[config.mk]
export PLATFORM = sky130hd
export DESIGN_NAME = alu8_flags
export DESIGN_NICKNAME = d
export VERILOG_FILES = /design/src/rtl/alu8_pkg.sv /design/src/rtl/alu8_addsub.sv /design/src/rtl/alu8_bitops.sv /design/src/rtl/alu8_flags.sv
export SDC_FILE = /design/constraint.sdc
export NUM_CORES = 1
export LEC_CHECK = 0
export ABC_AREA = 1
export BUFFER_PORTS_ARGS = -buffer_cell sky130_fd_sc_hd__buf_4
export CORE_ASPECT_RATIO = 1.1
export CORE_UTILIZATION = 25
export DETAILED_ROUTE_END_ITERATION = 7
export GPL_ROUTABILITY_DRIVEN = 0
export GPL_TIMING_DRIVEN = 0
export PLACE_DENSITY = 0.44
export SLEW_MARGIN = 30
export SYNTH_ARGS = -nofsm -noshare
export SYNTH_HDL_FRONTEND = slang
export SYNTH_SLANG_ARGS = --single-unit
[constraint.sdc]
create_clock -name clk -period 3.5 [get_ports clk]
set_input_delay 0.35 -clock clk [delete_from_list [all_inputs] [get_ports clk]]
set_output_delay 0.35 -clock clk [all_outputs]
set_load 0.005 [all_outputs]
[src/rtl/alu8_pkg.sv]
package alu8_pkg;
    typedef enum logic [3:0] {
        OP_ADD = 4'd0,  OP_ADC = 4'd1,  OP_SUB = 4'd2,  OP_SBB = 4'd3,
        OP_INC = 4'd4,  OP_DEC = 4'd5,  OP_CMP = 4'd6,  OP_AND = 4'd7,
        OP_OR  = 4'd8,  OP_TST = 4'd9,  OP_NOT = 4'd10, OP_NEG = 4'd11,
        OP_BT  = 4'd12, OP_BS  = 4'd13, OP_BR  = 4'd14, OP_BC  = 4'd15
    } alu_op_e;

    typedef struct packed {
        logic v;
        logic s;
        logic z;
        logic c;
    } flags_t;

    typedef enum logic [1:0] {
        BM_TEST = 2'd0, BM_SET = 2'd1, BM_CLR = 2'd2, BM_INV = 2'd3
    } bit_mode_e;
endpackage

[src/rtl/alu8_addsub.sv]
module alu8_addsub #(
    parameter int W = 8
) (
    input  logic [W-1:0] x,
    input  logic [W-1:0] y,
    input  logic         cin,
    input  logic         sub,
    output logic [W-1:0] sum,
    output logic         cout,
    output logic         ovf
);
    logic [W:0] wide;

    always_comb begin
        if (sub) begin
            wide = {1'b0, x} - {1'b0, y} - {{W{1'b0}}, cin};
            ovf  = (x[W-1] != y[W-1]) && (wide[W-1] != x[W-1]);
        end else begin
            wide = {1'b0, x} + {1'b0, y} + {{W{1'b0}}, cin};
            ovf  = (x[W-1] == y[W-1]) && (wide[W-1] != x[W-1]);
        end
        sum  = wide[W-1:0];
        cout = wide[W];
    end
endmodule

[src/rtl/alu8_bitops.sv]
module alu8_bitops
    import alu8_pkg::*;
#(
    parameter int W    = 8,
    localparam int IW  = $clog2(W)
) (
    input  logic [W-1:0] x,
    input  logic [IW-1:0] idx,
    input  bit_mode_e    mode,
    output logic [W-1:0] res,
    output logic         picked
);
    logic [W-1:0] sel_mask;

    generate
        for (genvar g = 0; g < W; g++) begin : g_mask
            assign sel_mask[g] = (idx == IW'(g));
        end
    endgenerate

    always_comb begin
        picked = |(x & sel_mask);
        unique case (mode)
            BM_SET:  res = x | sel_mask;
            BM_CLR:  res = x & ~sel_mask;
            BM_INV:  res = x ^ sel_mask;
            default: res = x;
        endcase
    end
endmodule

[src/rtl/alu8_flags.sv]
module alu8_flags
    import alu8_pkg::*;
#(
    parameter int W   = 8,
    localparam int IW = $clog2(W)
) (
    input  logic          clk,
    input  logic          rst_n,
    input  logic          en,
    input  logic [3:0]    op,
    input  logic [W-1:0]  a,
    input  logic [W-1:0]  b,
    input  logic [IW-1:0] bit_idx,
    output logic [W-1:0]  result,
    output logic          wr_en,
    output logic [3:0]    flags
);
    typedef struct packed {
        flags_t        fl;
        logic [W-1:0]  res;
        logic          wr;
    } alu_next_t;

    alu_op_e   op_e;
    flags_t    flags_q;
    alu_next_t nx_d;

    logic [W-1:0] as_x, as_y, as_sum, bo_res;
    logic         as_cin, as_sub, as_cout, as_ovf, bo_bit;

    assign op_e = alu_op_e'(op);

    // operand steering for the shared adder/subtractor
    always_comb begin
        as_x   = a;
        as_y   = b;
        as_cin = 1'b0;
        as_sub = 1'b0;
        unique case (op_e)
            OP_ADC:         as_cin = flags_q.c;
            OP_SUB, OP_CMP: as_sub = 1'b1;
            OP_SBB: begin as_sub = 1'b1; as_cin = flags_q.c; end
            OP_INC: begin as_y = '0; as_cin = 1'b1; end
            OP_DEC: begin as_y = '0; as_cin = 1'b1; as_sub = 1'b1; end
            OP_NEG: begin as_x = '0; as_y = a; as_sub = 1'b1; end
            default: ;
        endcase
    end

    alu8_addsub #(.W(W)) u_addsub (
        .x(as_x), .y(as_y), .cin(as_cin), .sub(as_sub),
        .sum(as_sum), .cout(as_cout), .ovf(as_ovf)
    );

    alu8_bitops #(.W(W)) u_bitops (
        .x(a), .idx(bit_idx), .mode(bit_mode_e'(op[1:0])),
        .res(bo_res), .picked(bo_bit)
    );

    always_comb begin
        nx_d.fl  = flags_q;
        nx_d.res = as_sum;
        nx_d.wr  = 1'b1;
        unique case (op_e)
            OP_ADD, OP_ADC, OP_SUB, OP_SBB, OP_CMP, OP_NEG: begin
                nx_d.fl.c = as_cout;
                nx_d.fl.v = as_ovf;
            end
            OP_AND, OP_TST: begin
                nx_d.res  = a & b;
                nx_d.fl.c = 1'b0;
                nx_d.fl.v = 1'b0;
            end
            OP_OR: begin
                nx_d.res  = a | b;
                nx_d.fl.c = 1'b0;
                nx_d.fl.v = 1'b0;
            end
            OP_NOT: nx_d.res = ~a;
            OP_BT, OP_BS, OP_BR, OP_BC: begin
                nx_d.res  = bo_res;
                nx_d.fl.c = bo_bit;
            end
            default: ;
        endcase
        if (op[3:2] != 2'b11) begin
            nx_d.fl.z = (nx_d.res == '0);
            nx_d.fl.s = nx_d.res[W-1];
        end
        if (op_e == OP_CMP || op_e == OP_TST || op_e == OP_BT)
            nx_d.wr = 1'b0;
        if (!en)
            nx_d.wr = 1'b0;
    end

    always_ff @(posedge clk or negedge rst_n) begin
        if (!rst_n)  flags_q <= '0;
        else if (en) flags_q <= nx_d.fl;
    end

    assign result = nx_d.res;
    assign wr_en  = nx_d.wr;
    assign flags  = flags_q;

    AST_FLAGS_HOLD: assert property (@(posedge clk) disable iff (!rst_n)
        !en |=> $stable(flags)) else $error("flags moved while idle");
    AST_INCDEC_KEEP_CV: assert property (@(posedge clk) disable iff (!rst_n)
        (en && (op == 4'd4 || op == 4'd5)) |=> (flags[0] == $past(flags[0]) && flags[3] == $past(flags[3])))
        else $error("inc/dec touched C or V");
    AST_LOGIC_CLR_CV: assert property (@(posedge clk) disable iff (!rst_n)
        (en && (op == 4'd7 || op == 4'd8 || op == 4'd9)) |=> (!flags[0] && !flags[3]))
        else $error("logic op left C or V");
    AST_NO_WB_IDLE: assert property (@(posedge clk) disable iff (!rst_n)
        (!en || op == 4'd6 || op == 4'd9 || op == 4'd12) |-> !wr_en)
        else $error("write-back without a result");
    AST_ZERO_FROM_RESULT: assert property (@(posedge clk) disable iff (!rst_n)
        (en && op[3:2] != 2'b11) |=> (flags[1] == ($past(result) == '0)))
        else $error("zero flag mismatch");
    AST_BITOP_CARRY: assert property (@(posedge clk) disable iff (!rst_n)
        (en && op[3:2] == 2'b11) |=> (flags[0] == $past(a[bit_idx]) && $stable(flags[3:1])))
        else $error("bit op flag rule broken");
endmodule

Word level (Yosys, flattened, before mapping)
Cells that the tools add are included.
{ "totals": {"register_bits": 4, "input_bits": 26, "out_inout_bits": 13, "wordCells": 78} }
{ "classes": {"n_addsub": 4, "n_eq_ne": 30, "muxes": 12, "bitwise": 8, "reduce_logical": 20} }
{ "ops": {"columns": ["operator", "n"], "rows": [
  ["== test 4 bit (second input constant)", 8],
  ["one-hot mux 8 bit (4 select lines)", 1],
  ["bitwise AND 8 bit", 3],
  ["one-hot mux 8 bit (3 select lines)", 1],
  ["== test 4 x 3 -> 1 bit (second input constant)", 4],
  ["inverter 8 bit", 2],
  ["bitwise OR 8 bit", 2],
  ["one-hot mux 8 bit (2 select lines)", 1],
  ["== test 3 bit (second input constant)", 4],
  ["adder 8 x 8 -> 9 bit", 1],
  ["adder 9 x 1 -> 9 bit", 1],
  ["two-way mux 9 bit", 1],
  ["subtractor 8 x 8 -> 9 bit", 1],
  ["subtractor 9 x 1 -> 9 bit", 1],
  ["== test 4 x 2 -> 1 bit (second input constant)", 2],
  ["logical NOT 8 bit", 1],
  ["two-way mux 8 bit", 1],
  ["OR reduction 8 bit", 1],
  ["XOR 8 bit", 1],
  ["== test 3 x 2 -> 1 bit (second input constant)", 2],
  ["AND reduction 2 bit", 3],
  ["OR reduction 2 bit", 3],
  ["OR reduction 6 bit", 1],
  ["OR reduction 5 bit", 1],
  ["other kinds (18)", 27]
]} }

Depth between registers and ports, before layout
{ "logic_depth": {"ltp_word": 9, "mapped_depth": 25} }

By module
Synthesis repeated with hierarchy kept, for this count alone.
{ "unflattened": {"hier_cells": 456, "area_unflattened_um2": 2670.1} }
{ "modules_own_cells": {"columns": ["mod", "instances", "cells_each", "area_each_um2"], "rows": [
  ["alu8_addsub", 1, 159, 987.2],
  ["alu8_flags", 1, 187, 944.7],
  ["alu8_bitops", 1, 110, 738.2]
]} }

Worst setup path before layout
No wires, ideal clock.
{ "synth_timing": {"path_kind": "input to output", "startpoint": "input port op[3]", "endpoint": "output port result[7]", "arrival_ps": 2773, "required_ps": 3150, "slack_ps": 377, "path_stages": 20, "n_path_buf": 2, "path_cell_list": "inv_2 nor2_4 nand2_2 inv_1 buf_2 nor2_1 inv_1 o22ai_1 ha_1 ha_1 inv_1 nor3_1 nand2_1 nand3_1 nand3_1 nand2_1 nand2_1 nand2_1 inv_1 buf_4"} }
{ "synth_lines": {"columns": ["element", "line", "text"], "rows": [
  ["from (decl)", "alu8_flags.sv:10", "input logic [3:0] op,"],
  ["to (decl)", "alu8_flags.sv:14", "output logic [W-1:0] result,"]
]} }

==> results_dict.tcl <==
set metrics [dict create \
    finalSetupViolations 0 \
    grt_pass1_wl_um 13200 \
    design.final.nets 571 \
    post_synth_num_cell_types 37 \
    largest_register_ffs 4 \
    tritoncts_clock_tree "built" \
    min_path_type "in2async" \
    route.detailed.wl_per_inst_um 13.0 \
    cp_data_required_time_ns 3.15 \
    core-area_mm2 0.00998 \
    top_level_pins 39 \
    n_antenna_cell 0 \
    layout.cell_area.non_filler_mm2 0.00333 \
    total_power_mw 0.754 \
    maximum_number_of_buffers_from_clock_root_to_sink 2 \
    async_sr_flop_fraction_pct 100 \
    worst_skew_pair.late_latency_ns 0.22 \
    total_number_of_clock_tree_sinks 4 \
    avg_synthesized_cell_area_um2 5.85 \
    holdWs_ns 0.467 \
    overall_die_width_um 99.4 \
    synth-seq-area-share_pct 3.84 \
    yosys_warnings 0 \
    final.fill_count 1126 \
    synth.net_count 519 \
    crit_arrival_ns 2.94 \
    final_layout_size_suffix_gt1_share_pct 25.2 \
    routed_wl_um 7990 \
    drv.max_cap_violation_count 0 \
    worstSetupEndpointType "primary output" \
    dr.first_iter.drc_count 77 \
    worst_slew_pin_slew_ns 0.414 \
    met1_layer_usage_reported_by_global_route_pct 19.1 \
    power.density_mw_per_mm2 226 \
    globalRoute.totalOverflow 0 \
    yosys_register_bits 4 \
    max_freq_mhz 304 \
    gr-usage-met2_pct 29.0 \
    area.growth.synth_to_final_pct 27.7 \
    core.rowCount 38 \
    power.static_leakage_nw 1.85 \
    power.ir.vdd_worst_uv 79.6 \
    final_util_pct 33.4 \
    post_drt_via_cell_ratio 4.58 \
    final_hold_vios 0 \
    synth_enable_flop_cells 0 \
    postPlaceCellArea_mm2 0.00305 \
    outcome "finished clean" \
    final-instance-count-excl-fill 616 \
    cts.clk_slew.worst_paths_ns 0.03 \
    post_synth_inst_count 446 \
    worst_r2r_path_depth 17 \
    vias 2822 \
    dp_hpwl_um 7010 \
    ctsRootBufferMaster "sky130_fd_sc_hd__clkbuf_8" \
    fin_setup_tns_ns 0 \
    detail_route.first_pass.iterations 4 \
    timing_worst_setup_path_type "in2out" \
    cts_htree_levels 1 \
    final-max-slew-violation-count 0 \
    globalRoute.busiestLayer "met2" \
    final_critical_path_setup_slack_ns 0.213 \
    timing.max_slew.rel_slack_pct 72.4 \
    number_of_buffers_inserted_during_clock_tree_synthesis 3 \
    antenna_left 0 \
    critPathLaunchType "input port" \
    grt_start_max_net_pins 11 \
    worst_clock_skew_ns 0.00469 \
    minimum_clock_period_ns 3.29 \
    io_buffer_count 38 \
    post-place-cells 604 \
    start_util_pct 26.1 \
    die_h_um 109 \
    dp_slack_ns -0.503 \
    final_min_period_over_clock_period_pct 93.9 \
    drcViolationCount 0 \
    antenna_found_initial 0 \
    synthFlopType "sky130_fd_sc_hd__dfrtp_1" \
    netlist_area_mm2 0.00261 \
    die_area_mm2 0.0109 \
    met3_usage_pct 0.833 \
    grt_pass1_vias 2688 \
    crit_path_max_fanout 7 \
    global_route.usage.total_pct 15.2 \
]
[final timing paths]
| check | startpoint | end | slack, ns |
|---|---|---|---|
| max | op[0] | result[7] | 0.21 |
| min in group clk | flags[1] | flags[1] | 0.50 |
| max in group asynchronous | rst_n | flags[0] | 2.93 |
| max reg2reg | flags[0] | flags[1] | 0.90 |
| min reg2reg | flags[1] | flags[1] | 0.50 |
| min | rst_n | flags[1] | 0.47 |
[cell usage in the layout (no fill, tap or decap), types with 2 or more instances in the layout]
| master | n |
|---|---|
| sky130_fd_sc_hd__nand2_2 | 8 |
| sky130_fd_sc_hd__buf_6 | 6 |
| sky130_fd_sc_hd__o21ai_0 | 18 |
| sky130_fd_sc_hd__nand3_2 | 3 |
| sky130_fd_sc_hd__a22oi_2 | 2 |
| sky130_fd_sc_hd__inv_1 | 78 |
| sky130_fd_sc_hd__xnor2_1 | 2 |
| sky130_fd_sc_hd__clkbuf_8 | 3 |
| sky130_fd_sc_hd__fa_1 | 3 |
| sky130_fd_sc_hd__nor2_2 | 6 |
| sky130_fd_sc_hd__dfrtp_1 | 4 |
| sky130_fd_sc_hd__nand4_1 | 6 |
| sky130_fd_sc_hd__nand2_1 | 113 |
| sky130_fd_sc_hd__o211ai_1 | 4 |
| sky130_fd_sc_hd__a31oi_1 | 3 |
| sky130_fd_sc_hd__buf_4 | 55 |
| sky130_fd_sc_hd__a21oi_1 | 21 |
| sky130_fd_sc_hd__o22ai_1 | 3 |
| sky130_fd_sc_hd__nand3_1 | 34 |
| sky130_fd_sc_hd__nand2_4 | 3 |
| sky130_fd_sc_hd__inv_2 | 11 |
| sky130_fd_sc_hd__nor2_1 | 27 |
| sky130_fd_sc_hd__o21ai_2 | 6 |
| sky130_fd_sc_hd__nor2_4 | 6 |
| sky130_fd_sc_hd__ha_4 | 6 |
| sky130_fd_sc_hd__ha_1 | 36 |
| sky130_fd_sc_hd__nor3_1 | 10 |
[Yosys cell counts, types with 2 or more instances]
master | n | share of area (%)
sky130_fd_sc_hd__inv_1 | 82 | 12
sky130_fd_sc_hd__nor2_1 | 30 | 4.3
sky130_fd_sc_hd__o21bai_1 | 2 | 0.58
sky130_fd_sc_hd__fa_1 | 4 | 3.1
sky130_fd_sc_hd__nor2_4 | 5 | 2.2
sky130_fd_sc_hd__nand3_2 | 3 | 1.2
sky130_fd_sc_hd__nand4_1 | 6 | 1.4
sky130_fd_sc_hd__nand2_1 | 117 | 17
sky130_fd_sc_hd__nand2_2 | 5 | 1.2
sky130_fd_sc_hd__o22ai_1 | 4 | 0.96
sky130_fd_sc_hd__o21ai_2 | 2 | 0.67
sky130_fd_sc_hd__dfrtp_1 | 4 | 3.8
sky130_fd_sc_hd__a22oi_1 | 2 | 0.58
sky130_fd_sc_hd__o211ai_1 | 4 | 1.2
sky130_fd_sc_hd__xnor2_1 | 2 | 0.67
sky130_fd_sc_hd__nand3_1 | 34 | 6.5
sky130_fd_sc_hd__a21oi_1 | 22 | 4.2
sky130_fd_sc_hd__nand2_4 | 2 | 0.86
sky130_fd_sc_hd__ha_1 | 43 | 21
sky130_fd_sc_hd__buf_6 | 5 | 2.2
sky130_fd_sc_hd__buf_2 | 3 | 0.58
sky130_fd_sc_hd__buf_4 | 8 | 2.3
sky130_fd_sc_hd__a31oi_1 | 3 | 0.72
sky130_fd_sc_hd__o21ai_0 | 22 | 4.2
sky130_fd_sc_hd__nor2_2 | 4 | 0.96
sky130_fd_sc_hd__inv_2 | 7 | 1.0
sky130_fd_sc_hd__nor3_1 | 11 | 2.1
[cell type report]
class | count | area, µm² | share of cell area (%)
plain buffers | 16 | 140 | 4.21
clock buffers | 3 | 41.3 | 1.24
inverters | 89 | 334 | 10.0
multi-input cells | 337 | 2210 | 66.4
flip-flops and latches | 4 | 100 | 3.00
well taps | 120 | 150 | 4.51
repair buffers | 47 | 355 | 10.7
[repair_timing]
action	4_1_cts	5_1_grt
setup buffers	5	3
pin swaps	9	9
hold buffers	1	0
hold endpoints to repair	4	0
resized for setup	19	23
setup endpoints to repair	8	4
[worst max-delay path, cell delays in order]
cell                       delay [ns]
sky130_fd_sc_hd__buf_4           0.14
sky130_fd_sc_hd__nand2_2         0.08
sky130_fd_sc_hd__inv_2           0.06
sky130_fd_sc_hd__nand2_4         0.07
sky130_fd_sc_hd__inv_1           0.06
sky130_fd_sc_hd__buf_6           0.12
sky130_fd_sc_hd__buf_4           0.16
sky130_fd_sc_hd__nor2_1          0.23
sky130_fd_sc_hd__ha_4            0.27
sky130_fd_sc_hd__ha_4            0.25
sky130_fd_sc_hd__inv_1           0.08
sky130_fd_sc_hd__o21bai_2        0.08
sky130_fd_sc_hd__a31oi_1         0.21
sky130_fd_sc_hd__nand2_1         0.07
sky130_fd_sc_hd__nand2_1         0.06
sky130_fd_sc_hd__nand3_1         0.09
sky130_fd_sc_hd__nand2_1         0.11
sky130_fd_sc_hd__nand2_1         0.07
sky130_fd_sc_hd__nand2_2         0.10
sky130_fd_sc_hd__inv_1           0.04
sky130_fd_sc_hd__buf_4           0.12
sky130_fd_sc_hd__buf_4           0.12
[report_power, final]
group	total, mW	leakage (nW)	switching [mW]	internal, mW
clock	0.0963	0.0216	0.0231	0.0732
sequential	0.0616	0.0508	0.00646	0.0552
combinational	0.596	1.78	0.331	0.264
[routing by layer]
metal	vias to the layer above	share of wire [%]	routed length, µm
met4	0	1.4	111
met5	-	0	0
met2	37	51	4080
met1	1263	46	3660
met3	8	1.7	138
li1	1514	-	-
[cells by family after synthesis]
logic type / count (synthesis) / synth area share, %
compound gates: 67 / 14.9
xor+xnor: 2 / 0.671
fa+ha+maj: 47 / 23.7
buf+inv: 105 / 17.8
flops: 4 / 3.84
simple gates: 221 / 39.1
Note: power is estimated with default switching activity, not from simulation.
